==> config.mk <==
export PLATFORM = sky130hd
export DESIGN_NAME = tx_ring_engine
export DESIGN_NICKNAME = d
export VERILOG_FILES = /design/src/rtl/tx_ring_pkg.sv /design/src/rtl/txr_addr_gen.sv /design/src/rtl/txr_len_decode.sv /design/src/rtl/txr_irq_ctl.sv /design/src/rtl/tx_ring_engine.sv
export SDC_FILE = /design/constraint.sdc
export NUM_CORES = 1
export LEC_CHECK = 0
export ABC_AREA = 1
export BUFFER_PORTS_ARGS = -buffer_cell sky130_fd_sc_hd__buf_4
export CAP_MARGIN = 20
export CORE_MARGIN = 1
export CORE_UTILIZATION = 30
export DETAILED_ROUTE_END_ITERATION = 8
export MAX_ROUTING_LAYER = met4
export PLACE_DENSITY = 0.54
export SLEW_MARGIN = 20
export SYNTH_ARGS = -nofsm -noshare
export SYNTH_HDL_FRONTEND = slang
export SYNTH_SLANG_ARGS = --single-unit
==> constraint.sdc <==
create_clock -name clk -period 16.6 [get_ports clk]
set_input_delay 3.32 -clock clk [delete_from_list [all_inputs] [get_ports clk]]
set_output_delay 3.32 -clock clk [all_outputs]
set_load 0.005 [all_outputs]
==> src/rtl/tx_ring_pkg.sv <==
package tx_ring_pkg;

   localparam logic [7:0] DESC_OWNER = 8'h80;
   localparam logic [7:0] DESC_OK    = 8'h01;
   localparam logic [7:0] DESC_READY = DESC_OWNER | DESC_OK;
   localparam logic [7:0] DESC_DONE  = DESC_OK;

   localparam int DESC_BYTES = 4;
   localparam int OFF_LEN_HI = 0;
   localparam int OFF_LEN_LO = 1;
   localparam int OFF_STAT   = 2;

   typedef enum logic [1:0] {
      SEL_LEN_HI,
      SEL_LEN_LO,
      SEL_STAT,
      SEL_BUF
   } addr_sel_e;

   typedef enum logic [3:0] {
      ST_IDLE,
      ST_STAT_REQ,
      ST_STAT_CHK,
      ST_LEN_A,
      ST_LEN_B,
      ST_BYTE_REQ,
      ST_BYTE_GET,
      ST_BYTE_OUT,
      ST_WB,
      ST_NEXT
   } scan_state_e;

endpackage

==> src/rtl/txr_addr_gen.sv <==
module txr_addr_gen
   import tx_ring_pkg::*;
#(
   parameter int ADDR_W    = 32,
   parameter int RING      = 16,
   parameter int PKT_BYTES = 64,
   localparam int IDX_W    = $clog2(RING),
   localparam int CNT_W    = $clog2(PKT_BYTES + 1)
) (
   input  logic [ADDR_W-1:0] ring_base,
   input  logic [ADDR_W-1:0] dma_offset,
   input  logic [IDX_W-1:0]  idx,
   input  logic [CNT_W-1:0]  byte_idx,
   input  addr_sel_e         sel,
   output logic [ADDR_W-1:0] addr
);

   localparam logic [ADDR_W-1:0] BUF_AREA = ADDR_W'(DESC_BYTES * RING);

   logic [ADDR_W-1:0] base;
   logic [ADDR_W-1:0] desc_base;
   logic [ADDR_W-1:0] buf_base;

   always_comb begin
      base      = ring_base + dma_offset;
      desc_base = base + (ADDR_W'(idx) * ADDR_W'(DESC_BYTES));
      buf_base  = base + BUF_AREA + (ADDR_W'(idx) * ADDR_W'(PKT_BYTES));
      unique case (sel)
         SEL_LEN_HI: addr = desc_base + ADDR_W'(OFF_LEN_HI);
         SEL_LEN_LO: addr = desc_base + ADDR_W'(OFF_LEN_LO);
         SEL_STAT:   addr = desc_base + ADDR_W'(OFF_STAT);
         default:    addr = buf_base + ADDR_W'(byte_idx);
      endcase
   end

endmodule

==> src/rtl/txr_len_decode.sv <==
module txr_len_decode #(
   parameter int PKT_BYTES = 64,
   parameter bit SWAP_LEN  = 1'b1,
   localparam int CNT_W    = $clog2(PKT_BYTES + 1)
) (
   input  logic [7:0]       first_byte,
   input  logic [7:0]       second_byte,
   output logic [CNT_W-1:0] count
);

   localparam logic [16:0] CAP = 17'(PKT_BYTES);

   logic [15:0] raw;
   logic [16:0] mag;

   generate
      if (SWAP_LEN) begin : g_swapped
         assign raw = {first_byte, second_byte};
      end else begin : g_native
         assign raw = {second_byte, first_byte};
      end
   endgenerate

   always_comb begin
      mag   = 17'h10000 - {1'b0, raw};
      count = (mag > CAP) ? CNT_W'(PKT_BYTES) : mag[CNT_W-1:0];
   end

endmodule

==> src/rtl/txr_irq_ctl.sv <==
module txr_irq_ctl (
   input  logic clk,
   input  logic rst_n,
   input  logic frame_done,
   input  logic scan_end,
   input  logic ack,
   input  logic int_en,
   output logic tint,
   output logic intr,
   output logic irq
);

   always_ff @(posedge clk or negedge rst_n) begin
      if (!rst_n) begin
         tint <= 1'b0;
         intr <= 1'b0;
         irq  <= 1'b0;
      end else begin
         if (frame_done) begin
            tint <= 1'b1;
            intr <= 1'b1;
         end else if (ack) begin
            tint <= 1'b0;
            intr <= 1'b0;
         end
         if (scan_end && intr && int_en)
            irq <= 1'b1;
         else if (ack)
            irq <= 1'b0;
      end
   end

   assert_irq_gate_R11: assert property (@(posedge clk) disable iff (!rst_n)
      $rose(irq) |-> $past(int_en && intr && scan_end));

   assert_ack_clears_R10: assert property (@(posedge clk) disable iff (!rst_n)
      (ack && !frame_done && !scan_end) |=> (!tint && !intr && !irq));

endmodule

==> src/rtl/tx_ring_engine.sv <==
module tx_ring_engine
   import tx_ring_pkg::*;
#(
   parameter int ADDR_W    = 32,
   parameter int RING      = 16,
   parameter int PKT_BYTES = 64,
   parameter bit SWAP_LEN  = 1'b1
) (
   input  logic              clk,
   input  logic              rst_n,
   input  logic              reg_touch,
   input  logic              stop,
   input  logic              int_en,
   input  logic              irq_ack,
   input  logic [ADDR_W-1:0] ring_base,
   input  logic [ADDR_W-1:0] dma_offset,
   output logic              mem_rd_en,
   output logic              mem_wr_en,
   output logic [ADDR_W-1:0] mem_addr,
   output logic [7:0]        mem_wdata,
   input  logic [7:0]        mem_rdata,
   output logic              tx_valid,
   input  logic              tx_ready,
   output logic [7:0]        tx_data,
   output logic              tx_last,
   output logic              tint,
   output logic              intr,
   output logic              irq,
   output logic              busy
);

   localparam int IDX_W = $clog2(RING);
   localparam int CNT_W = $clog2(PKT_BYTES + 1);

   generate
      if (RING < 2 || (RING & (RING - 1)) != 0) begin : g_bad_ring
         $error("RING must be a power of two of at least 2");
      end
      if (PKT_BYTES < 1 || PKT_BYTES > 65535) begin : g_bad_pkt
         $error("PKT_BYTES must lie in 1..65535");
      end
      if (ADDR_W < 8) begin : g_bad_addr
         $error("ADDR_W too small");
      end
   endgenerate

   scan_state_e      state;
   logic [IDX_W-1:0] txptr;
   logic [IDX_W-1:0] scan_idx;
   logic [IDX_W-1:0] end_idx;
   logic             pend;
   logic [7:0]       len_hi;
   logic [CNT_W-1:0] count;
   logic [CNT_W-1:0] byte_idx;
   logic [CNT_W-1:0] dec_count;
   addr_sel_e        sel;
   logic             desc_ready;
   logic             frame_done;
   logic             scan_end;
   logic             restart;
   logic [IDX_W-1:0] nxt_idx;

   txr_addr_gen #(
      .ADDR_W   (ADDR_W),
      .RING     (RING),
      .PKT_BYTES(PKT_BYTES)
   ) u_addr (
      .ring_base (ring_base),
      .dma_offset(dma_offset),
      .idx       (scan_idx),
      .byte_idx  (byte_idx),
      .sel       (sel),
      .addr      (mem_addr)
   );

   txr_len_decode #(
      .PKT_BYTES(PKT_BYTES),
      .SWAP_LEN (SWAP_LEN)
   ) u_len (
      .first_byte (len_hi),
      .second_byte(mem_rdata),
      .count      (dec_count)
   );

   txr_irq_ctl u_irq (
      .clk       (clk),
      .rst_n     (rst_n),
      .frame_done(frame_done),
      .scan_end  (scan_end),
      .ack       (irq_ack),
      .int_en    (int_en),
      .tint      (tint),
      .intr      (intr),
      .irq       (irq)
   );

   always_comb begin
      desc_ready = (mem_rdata == DESC_READY);
      nxt_idx    = scan_idx + 1'b1;
      frame_done = (state == ST_WB);
      scan_end   = (state == ST_NEXT) && (nxt_idx == end_idx);
      restart    = (pend || reg_touch) && !stop;
      busy       = (state != ST_IDLE);
      mem_wr_en  = (state == ST_WB);
      mem_wdata  = DESC_DONE;
      mem_rd_en  = 1'b0;
      sel        = SEL_STAT;
      unique case (state)
         ST_STAT_REQ: mem_rd_en = 1'b1;
         ST_STAT_CHK: begin
            mem_rd_en = desc_ready;
            sel       = SEL_LEN_HI;
         end
         ST_LEN_A: begin
            mem_rd_en = 1'b1;
            sel       = SEL_LEN_LO;
         end
         ST_BYTE_REQ: begin
            mem_rd_en = 1'b1;
            sel       = SEL_BUF;
         end
         default: ;
      endcase
   end

   always_ff @(posedge clk or negedge rst_n) begin
      if (!rst_n) begin
         state    <= ST_IDLE;
         txptr    <= '0;
         scan_idx <= '0;
         end_idx  <= '0;
         pend     <= 1'b0;
         len_hi   <= '0;
         count    <= '0;
         byte_idx <= '0;
         tx_valid <= 1'b0;
         tx_data  <= '0;
         tx_last  <= 1'b0;
      end else begin
         if (reg_touch && state != ST_IDLE)
            pend <= 1'b1;
         unique case (state)
            ST_IDLE: begin
               if (reg_touch && !stop) begin
                  scan_idx <= txptr;
                  end_idx  <= txptr - 1'b1;
                  state    <= ST_STAT_REQ;
               end
            end
            ST_STAT_REQ: state <= ST_STAT_CHK;
            ST_STAT_CHK: state <= desc_ready ? ST_LEN_A : ST_NEXT;
            ST_LEN_A: begin
               len_hi <= mem_rdata;
               state  <= ST_LEN_B;
            end
            ST_LEN_B: begin
               count    <= dec_count;
               byte_idx <= '0;
               state    <= ST_BYTE_REQ;
            end
            ST_BYTE_REQ: state <= ST_BYTE_GET;
            ST_BYTE_GET: begin
               tx_data  <= mem_rdata;
               tx_valid <= 1'b1;
               tx_last  <= (byte_idx == count - 1'b1);
               state    <= ST_BYTE_OUT;
            end
            ST_BYTE_OUT: begin
               if (tx_ready) begin
                  tx_valid <= 1'b0;
                  if (tx_last) begin
                     state <= ST_WB;
                  end else begin
                     byte_idx <= byte_idx + 1'b1;
                     state    <= ST_BYTE_REQ;
                  end
               end
            end
            ST_WB: begin
               txptr <= txptr + 1'b1;
               state <= ST_NEXT;
            end
            ST_NEXT: begin
               if (nxt_idx == end_idx) begin
                  pend <= 1'b0;
                  if (restart) begin
                     scan_idx <= txptr;
                     end_idx  <= txptr - 1'b1;
                     state    <= ST_STAT_REQ;
                  end else begin
                     state <= ST_IDLE;
                  end
               end else begin
                  scan_idx <= nxt_idx;
                  state    <= ST_STAT_REQ;
               end
            end
            default: state <= ST_IDLE;
         endcase
      end
   end

   assert_hold_stalled_R6: assert property (@(posedge clk) disable iff (!rst_n)
      (tx_valid && !tx_ready) |=> (tx_valid && $stable(tx_data) && $stable(tx_last)));

   assert_no_mem_idle_R2: assert property (@(posedge clk) disable iff (!rst_n)
      !busy |-> (!mem_rd_en && !mem_wr_en));

   assert_wb_after_last_R7: assert property (@(posedge clk) disable iff (!rst_n)
      mem_wr_en |-> $past(tx_valid && tx_ready && tx_last));

   assert_ptr_single_step_R9: assert property (@(posedge clk) disable iff (!rst_n)
      (txptr != $past(txptr)) |-> (txptr == $past(txptr) + 1'b1));

   assert_tint_from_frame_R10: assert property (@(posedge clk) disable iff (!rst_n)
      $rose(tint) |-> $past(mem_wr_en));

   assert_no_stream_idle_R1: assert property (@(posedge clk) disable iff (!rst_n)
      !busy |-> !tx_valid);

endmodule

Word-level counts from Yosys, hierarchy flattened
Index checks and enable logic that the tools add are counted.
{ "word_totals": {"output_inout_bits": 56, "regBits": 51, "inputBits": 79, "elab_cells": 99} }
{ "op_classes": {"order_cmp": 1, "n_mux": 30, "n_reduce_logical": 22, "addsub": 13, "eq_ne": 20} }
{ "op_table": {"columns": ["operator", "count"], "rows": [
  ["$pmux 32 s3", 1],
  ["$mux 4", 11],
  ["$pmux 4 s10", 1],
  ["$add 32x1->32 const B", 1],
  ["$add 32x10->32", 1],
  ["$add 32x2->32 const B", 1],
  ["$add 32x32->32", 1],
  ["$add 32x6->32", 1],
  ["$add 32x7->32", 1],
  ["$add 32x7->32 const B", 1],
  ["$mux 7", 3],
  ["$gt 17x7->1 const B", 1],
  ["$sub 17x16->17 const A", 1],
  ["$eq 4x3->1 const B", 4],
  ["$pmux 4 s2", 2],
  ["$pmux 7 s2", 1],
  ["$reduce_bool 2->1", 5],
  ["$add 4x1->4 const B", 2],
  ["$eq 4x2->1 const B", 2],
  ["$eq 4x4->1 const B", 2],
  ["$eq 8x8->1 const B", 1],
  ["$mux 1", 8],
  ["$ne 2x2->1 const B", 4],
  ["$add 7x1->7 const B", 1],
  ["other kinds (21)", 29]
]} }

Longest topological paths before layout
Gate-level depths: netlist (run 1).
{ "depth": {"ltp_word": 6, "mapped_depth": 31, "mapped_depth_nobuf": 31} }

Cells and area by module
A second synthesis (run 1) with hierarchy kept.
{ "unflattened": {"cells_unflattened": 1787, "hier_area_um2": 10052.1} }
{ "modules_own_cells": {"columns": ["module", "n_inst", "area_per_inst_um2", "cells_each", "seq_area_each_um2"], "rows": [
  ["txr_addr_gen", 1, 6711.4, 1309, 0.0],
  ["tx_ring_engine", 1, 2723.9, 351, 1226.2],
  ["txr_len_decode", 1, 531.8, 117, 0.0],
  ["txr_irq_ctl", 1, 85.1, 10, 50.0]
]} }

Least setup slack after synthesis (run 1)
OpenSTA, ideal clock, no wires.
{ "synth_timing": {"path_kind": "input -> output", "start": "in ring_base[0]", "end": "out mem_addr[27]", "path_slack_ns": 6.261, "arrival_ns": 7.019, "cell_stages": 30, "required_time_ns": 13.280, "n_path_buf": 0, "path_cell_list": "ha_1 > inv_1 > fa_1 > inv_1 > nand2_1 > nand2_1 > and2_1 > xor2_1 > ha_1 > ha_1 > ha_1 > a21oi_1 > nand2_1 > nand2_1 > nand2_1 > a21oi_1 > nor2_1 > nor2_1 > nor2_1 > o21ai_0 > nand2_1 > nand2_1 > nand2_1 > nand2_1 > nor2_1 > nand2_1 > nor2_1 > xor2_1 > nand2_1 > nand3_1"} }
{ "synth_between": {"elab_chain_len": 5, "word_cells_on_any_way": 8, "classes_between": "add/sub: 7; mux: 1"} }
{ "synth_lines": {"columns": ["element", "line", "source"], "rows": [
  ["from (decl)", "tx_ring_engine.sv:15", "input logic [ADDR_W-1:0] ring_base,"],
  ["$add 32x32->32 (*)", "txr_addr_gen.sv:25", "base = ring_base + dma_offset;"],
  ["$add 32x7->32", "txr_addr_gen.sv:27", "buf_base = base + BUF_AREA + (ADDR_W'(idx) * ADDR_W'(PKT_BYTES));"],
  ["$add 32x10->32", "txr_addr_gen.sv:27", null],
  ["$add 32x7->32", "txr_addr_gen.sv:32", "default: addr = buf_base + ADDR_W'(byte_idx);"],
  ["$pmux 32 s3 (*)", "txr_addr_gen.sv:28", "unique case (sel)"],
  ["to (decl)", "tx_ring_engine.sv:19", "output logic [ADDR_W-1:0] mem_addr,"]
]} }
Mark *: on every way between the ends. The rest lies on a longest branch, timed or not.

Worst setup path in the final report (run 1)
Same ends and word-level chain as after synthesis.

==> results of run 1 <==
## critical path, delay by kind of cell
family                   cells  cell delay (ns)
AND/OR/NAND/NOR             18             1.72
adder cells (fa/ha/maj)      5             1.58
AO/OA/AOI/OAI                3             0.51
XOR/XNOR                     2             0.41
buffers and inverters        4             0.39
## state kept, by name, summed over array words and instances, names as in the netlist
signal / count
byte_idx: 7
count: 7
end_idx: 4
len_hi: 8
pend: 1
scan_idx: 4
state: 4
tx_data: 8
tx_last: 1
tx_valid: 1
txptr: 4
u_irq.irq: 1
u_irq.tint: 1
## cells in the mapped netlist, types with 2 or more instances
cell	n
nor2_4	13
xnor2_1	15
clkbuf_1	8
o31ai_1	6
nand2_2	37
or2_2	7
nor3b_1	2
a31oi_1	4
nor4_1	3
dfrtp_1	51
nand3_2	9
conb_1	2
nand3_1	118
nand2_1	515
o21ai_1	6
o211ai_1	6
a221oi_1	3
nand2_4	9
and2_1	4
nor3_1	31
buf_4	9
a21boi_0	2
fa_1	4
nand3b_1	2
xor2_1	32
inv_2	5
o21ai_0	82
clkinv_1	2
o21bai_1	4
o22ai_1	7
nor2_1	167
o2111ai_1	3
a21o_1	2
a21oi_1	61
ha_1	74
inv_1	273
nand4_1	28
nor2_2	17
o21a_1	2
## metal layers
metal,global-route usage (%),up-vias,part of all wire [%]
met1,26.6,4707,45
met2,36.6,241,48
met4,5.23,0,2.3
met5,-,-,0
met3,1.70,38,4.6
li1,-,5467,-
## worst max path at each step
stage                            start            to  slack (ns)  cells after the start
after global routing      ring_base[0]  mem_addr[27]        4.83                     32
final                     ring_base[0]  mem_addr[27]        5.32                     32
after detailed placement  ring_base[0]  mem_addr[27]        5.33                     32
after global placement    ring_base[0]  mem_addr[31]        5.41                     32
after floorplan           ring_base[0]  mem_addr[27]        6.26                     30
after CTS                 ring_base[0]  mem_addr[27]        5.32                     32
## metrics by stage
step                      instances  power, W
after floorplan                1651  0.000789
after global placement         2161   0.00110
after detailed placement       2161   0.00111
after CTS                      2169   0.00123
after global routing           2169   0.00135
final                          2169   0.00122
## where the power goes
part,switching [W],internal (W)
clock network,0.0000463,0.0000643
registers,0.0000503,0.000175
logic,0.000548,0.000334
## cells by family (layout without fill, tap and decap cells)
family	after synthesis	count (layout)	share of synthesized area (%)
flip-flops	51	51	13.6
AND/OR/NAND/NOR	969	969	46.5
adder cells (fa/ha/maj)	78	78	10.7
AO/OA/AOI/OAI	196	196	11.8
other	2	8	0.0800
buffers and inverters	300	422	12.5
XOR/XNOR	49	49	4.85
## cell type report
type	instances	area (sq um)
Tap cell	396	495
Fill cell	3487	19700
Clock buffer	8	156
Inverter	282	1070
Sequential cell	51	1280
Multi-Input combinational cell	1300	6970
Timing Repair Buffer	132	991
==> qor.csv, run 1 <==
stage,metric,value,unit
outcome,status,"finished, final reports clean",
power_and_ir_drop,PD cells,111,nW/um^2
timing,Peak Freq,88.6,MHz
logic_synthesis,largest area contributor in the netlist,nand2_1,
logic_synthesis,gate count of the mapped netlist,1645,
die,DIE AREA,32000,sq um
global_route,largest net degree at the start of global routing,52,
power_and_ir_drop,maximum vdd drop,0.0622,mV
detailed_routing,DR iter-0 viols,597,
clock_network,"Setup Fix Bufs, Post-CTS",0,
final_layout,fin area,11000,sq um
timing,period utilization,68.0,%
timing,sum of negative setup slack,0,ns
logic_synthesis,Yosys cell types,59,
global_route,GRT Resource Usage Total,21.2,%
placement,Area after DPL,10800,sq um
worst_setup_path,"Max FO, Critical Path",5,
logic_synthesis,Mapped Area,9390,sq um
clock_network,hold buffers post-CTS,0,
final_layout,most frequent cells in the layout,"515 x nand2_1, 273 x inv_1, 166 x nor2_1",
clock_network,CTS tree,built,
logic_synthesis,Yosys reg bits,51,
worst_setup_path,"setup slack, reg-to-reg",14.05,ns
logic_synthesis,Synth top area share,20.6,%
final_layout,ANT cells,0,
hold_path,hold path depth,2,
worst_setup_path,most frequent CP cell,nand2_1,
timing,Rel. slew slack,45.8,%
logic_synthesis,count of flip-flops with a built-in enable after synthesis,0,
final_layout,Layout area overhead,16.6,%
detailed_routing,TritonRoute pass-1 iters,5,
detailed_routing,final wirelength,32300,um
worst_setup_path,CP Data Arrival Time,7.96,ns
timing,Slew @ Worst Pin,0.812,ns
hold_path,hold_sp,tx_data[3],
worst_setup_path,Crit Reg-Reg Endpoint,byte_idx[6],
timing,"Hold Vio Cnt, Final",0,
clock_network,clk_lat worst skew,0.29,ns
placement,routability cong.,0.955,
global_route,gr ovfl total,0,
clock_network,Num CTS Buffers,5,
clock_network,CTS max path bufs,2,
timing,setup ws final,5.32,ns
final_layout,Total Nets Final,1929,
die,io pins,135,
detailed_routing,Post-DRT Antenna Nets,0,
placement,Setup WS pre-CTS,5.33,ns
worst_setup_path,R2R depth,12,
die,chip width,179,um
detailed_routing,via/cell ratio,4.82,
timing,WHS,0.494,ns
timing,RSZ-0062 raised after global routing,no,
clock_network,clock root buffer,clkbuf_16,
logic_synthesis,Syn Area/Cell,5.71,sq um
placement,Post-DP HPWL,27600,um
die,Initial Util,30.6,%
detailed_routing,routed via count,10453,
hold_path,HP Class,register to register,
timing,clock skew,0.00519,ns
clock_network,cts repair resizes,0,
final_layout,"commonest non-fill, non-tap cell in the layout",nand2_1,
worst_setup_path,max incr delay on CP,0.39,ns
die,Core Area,30700,sq um
power_and_ir_drop,Leak,5.87,nW
worst_setup_path,Crit path required time,13.28,ns
hold_path,Worst Hold Endpoint,tx_data[3],
die,num rows,64,
logic_synthesis,synth top area cells,"nand2_1 21%, dfrtp_1 14%, inv_1 11%",
detailed_routing,WL per Instance,14.9,um
logic_synthesis,Most used DFF post-synth,dfrtp_1,
global_route,vias in the first global route,9945,
placement,IO buf count,126,
clock_network,H-Tree Depth,2,
global_route,initial antenna violation count,0,
timing,final setup vio count,0,
detailed_routing,DRC Markers,0,
logic_synthesis,"Seq/Total Area, Yosys",13.6,%
worst_setup_path,Worst R2R Start,state[1],
global_route,global-route wire length before repair,51800,um
worst_setup_path,WS Path Type,input port to output port,
worst_setup_path,Setup crit end kind,output port,
run,Max-Cap Viols,0,
logic_synthesis,asr flop ratio synth,100,%
die,height of the die,179,um
final_layout,share of cells above drive strength 1,14.0,%
clock_network,CTS Sinks,51,
timing,Period minus WS final,11.28,ns
worst_setup_path,Worst Setup Start Kind,input port,
final_layout,Final Util,35.7,%
logic_synthesis,Syn. warnings,0,
worst_setup_path,crit path max-delay cell type,fa_1,
clock_network,Clock Pin Slew Worst Setup and Hold Paths,0.07,ns
timing,Max Slew Vio Count,0,
(Power assumes the default switching activity.)
==> run 2, diff against run 1 <==
--- a/config.mk
+++ b/config.mk
@@ -12,7 +12,7 @@
 export CORE_UTILIZATION = 30
 export DETAILED_ROUTE_END_ITERATION = 8
 export MAX_ROUTING_LAYER = met4
-export PLACE_DENSITY = 0.54
+export PLACE_DENSITY = 0.56
 export SLEW_MARGIN = 20
 export SYNTH_ARGS = -nofsm -noshare
 export SYNTH_HDL_FRONTEND = slang
==> constraint.sdc (replaced) <==
create_clock -name clk -period 10.1 [get_ports clk]
set_input_delay 2.02 -clock clk [delete_from_list [all_inputs] [get_ports clk]]
set_output_delay 2.02 -clock clk [all_outputs]
set_load 0.005 [all_outputs]
==> run 2 against run 1 <==
  * Power rose by 64%
  * Clock skew is 0.0018 ns higher
  * Register-to-register slack worse by 6.6 ns
  * Cell area is the same
  * Via count up 0.36%
  * Sequential share of layout area did not move
==> qor.csv, run 2 (synthesis results as in run 1) <==
stage,metric,value,unit,change
run,Max-Cap Viols,0,,unchanged
worst_setup_path,max incr delay on CP,0.40,ns,about the same
clock_network,hold buffers post-CTS,0,,unchanged
power_and_ir_drop,clock power share,9.1,%,about the same
die,DIE AREA,32000,sq um,unchanged
clock_network,CTS tree,built,,
global_route,Global Route met1 Usage,26.5,%,-0.12 points
power_and_ir_drop,Switch Pwr,0.00105,W,+63%
placement,IO buf count,126,,unchanged
global_route,initial antenna violation count,0,,unchanged
detailed_routing,DR iter-0 viols,698,,+17%
die,io pins,135,,unchanged
global_route,met2 Use GR,37.2,%,+0.55 points
timing,RSZ-0062 raised after global routing,no,,
placement,Setup WS pre-CTS,1.48,ns,-3.85 ns
timing,Period minus WS final,8.59,ns,
global_route,gr ovfl total,0,,unchanged
worst_setup_path,Worst R2R Start,state[2],,
die,Initial Util,30.6,%,unchanged
power_and_ir_drop,sw frac,52.8,%,-0.16 points
clock_network,clock root buffer,clkbuf_16,,
worst_setup_path,Crit path required time,8.08,ns,-5.20 ns
die,chip width,179,um,unchanged
global_route,GRT Resource Usage Total,21.0,%,-0.19 points
worst_setup_path,Setup crit end kind,output port,,
timing,setup ws final,1.51,ns,-3.81 ns
power_and_ir_drop,PD cells,182,nW/um^2,+64%
final_layout,most frequent cells in the layout,"515 x nand2_1, 273 x inv_1, 166 x nor2_1",,
detailed_routing,DRC Markers,0,,unchanged
global_route,global-route wire length before repair,51900,um,about the same
placement,routability cong.,0.987,,+3.4%
global_route,busiest grt layer,met2,,
power_and_ir_drop,total power,0.00199,W,+64%
global_route,largest net degree at the start of global routing,52,,unchanged
final_layout,Layout area overhead,16.6,%,unchanged
detailed_routing,routed via count,10491,,+0.36%
die,num rows,64,,unchanged
power_and_ir_drop,sequential power share,18.5,%,about the same
outcome,status,"finished, final reports clean",,
timing,Rel. slew slack,46.6,%,+0.79 points
detailed_routing,via/cell ratio,4.84,,+0.36%
clock_network,CTS Sinks,51,,unchanged
power_and_ir_drop,maximum vdd drop,0.107,mV,+72%
placement,Inst Count DP,2161,,unchanged
final_layout,fin cells,2169,,unchanged
timing,Max Slew Vio Count,0,,unchanged
clock_network,Num CTS Buffers,5,,unchanged
clock_network,clk_lat worst skew,0.29,ns,about the same
power_and_ir_drop,Leak,5.87,nW,unchanged
final_layout,"commonest non-fill, non-tap cell in the layout",nand2_1,,
timing,"Hold Vio Cnt, Final",0,,unchanged
timing,clock skew,0.00698,ns,+0.00179 ns
final_layout,Final Util,35.7,%,unchanged
power_and_ir_drop,Gate power share,72.4,%,about the same
detailed_routing,final wirelength,32300,um,about the same
final_layout,Top Registers,"len_hi: 8 flops, tx_data: 8 flops",,
die,height of the die,179,um,unchanged
worst_setup_path,Worst Setup SP,ring_base[0],,
timing,period utilization,85.1,%,
final_layout,ANT cells,0,,unchanged
global_route,met3 Use GR,1.10,%,-0.59 points
detailed_routing,TritonRoute pass-1 iters,7,,+2
final_layout,Total Nets Final,1929,,unchanged
timing,Peak Freq,116,MHz,
die,Core Area,30700,sq um,unchanged
worst_setup_path,crit path max-delay cell type,fa_1,,
clock_network,H-Tree Depth,2,,unchanged
timing,Slew @ Worst Pin,0.800,ns,-0.0118 ns
placement,Post-DP HPWL,27500,um,-0.13%
worst_setup_path,most frequent CP cell,nand2_1,,
worst_setup_path,CP Data Arrival Time,6.57,ns,-1.39 ns
detailed_routing,WL per Instance,14.9,um,about the same
worst_setup_path,WS Path Type,input port to output port,,
clock_network,Clock Pin Slew Worst Setup and Hold Paths,0.07,ns,about the same
worst_setup_path,"Max FO, Critical Path",5,,unchanged
clock_network,"Setup Fix Bufs, Post-CTS",0,,unchanged
power_and_ir_drop,Internal Pwr Total,0.000941,W,+64%
timing,final setup vio count,0,,unchanged
clock_network,CTS max path bufs,2,,unchanged
final_layout,share of cells above drive strength 1,14.0,%,unchanged
detailed_routing,Post-DRT Antenna Nets,0,,unchanged
clock_network,cts repair resizes,0,,unchanged
hold_path,HP Class,register to register,,
global_route,vias in the first global route,10027,,+0.82%
hold_path,hold_sp,tx_data[2],,
final_layout,fill count,3512,,+0.72%
timing,sum of negative setup slack,0,ns,unchanged
worst_setup_path,Worst Setup Start Kind,input port,,
## run 2: metrics by stage
stage               hold WS [ns]  cell area (sq um)
floorplan                  0.465               9410
global placement           0.458              10800
detailed placement         0.463              10800
CTS                        0.479              11000
global route               0.495              11000
finish                     0.475              11000
## run 2: final cells by class
type	instances	area, sq um	area share [%]
Sequential cell	51	1280	11.7
Timing Repair Buffer	132	991	9.05
Tap cell	396	495	4.52
Clock buffer	8	156	1.43
Inverter	282	1070	9.73
Multi-Input combinational cell	1300	6970	63.6
## run 2: power by group through the flow
stage / Sequential, W / Clock, W / Combinational [W]
final: 0.000369 / 0.000181 / 0.00144
after global routing: 0.000381 / 0.000195 / 0.00164
after floorplan: 0.000351 / 0 / 0.000946
after detailed placement: 0.000372 / 0 / 0.00145
after global placement: 0.000372 / 0 / 0.00144
after CTS: 0.000369 / 0.000185 / 0.00145
## run 2: per-layer routing
layer / part of all wire, % / vias to the layer above
met4: 1.6 / 0
met3: 4.2 / 31
met5: 0 / -
met1: 45 / 4769
li1: - / 5451
met2: 49 / 240
## run 2: path summary, 6_finish.rpt
kind / endpoint / slack (ns) / depth (start not counted)
max: mem_addr[31] / 1.51 / 32
min: tx_data[2] / 0.48 / 2
max reg2reg: byte_idx[6] / 7.44 / 13
min reg2reg: tx_data[2] / 0.48 / 2
max in group asynchronous: byte_idx[1] / 7.88 / 1
min in group asynchronous: tx_data[1] / 1.77 / 1
## run 2: worst max-delay path: cells and delay by family
family	cells	cell delay, ns
simple gates	17	1.59
fa+ha+maj	5	1.56
compound gates	3	0.51
buf+inv	5	0.47
xor+xnor	2	0.39
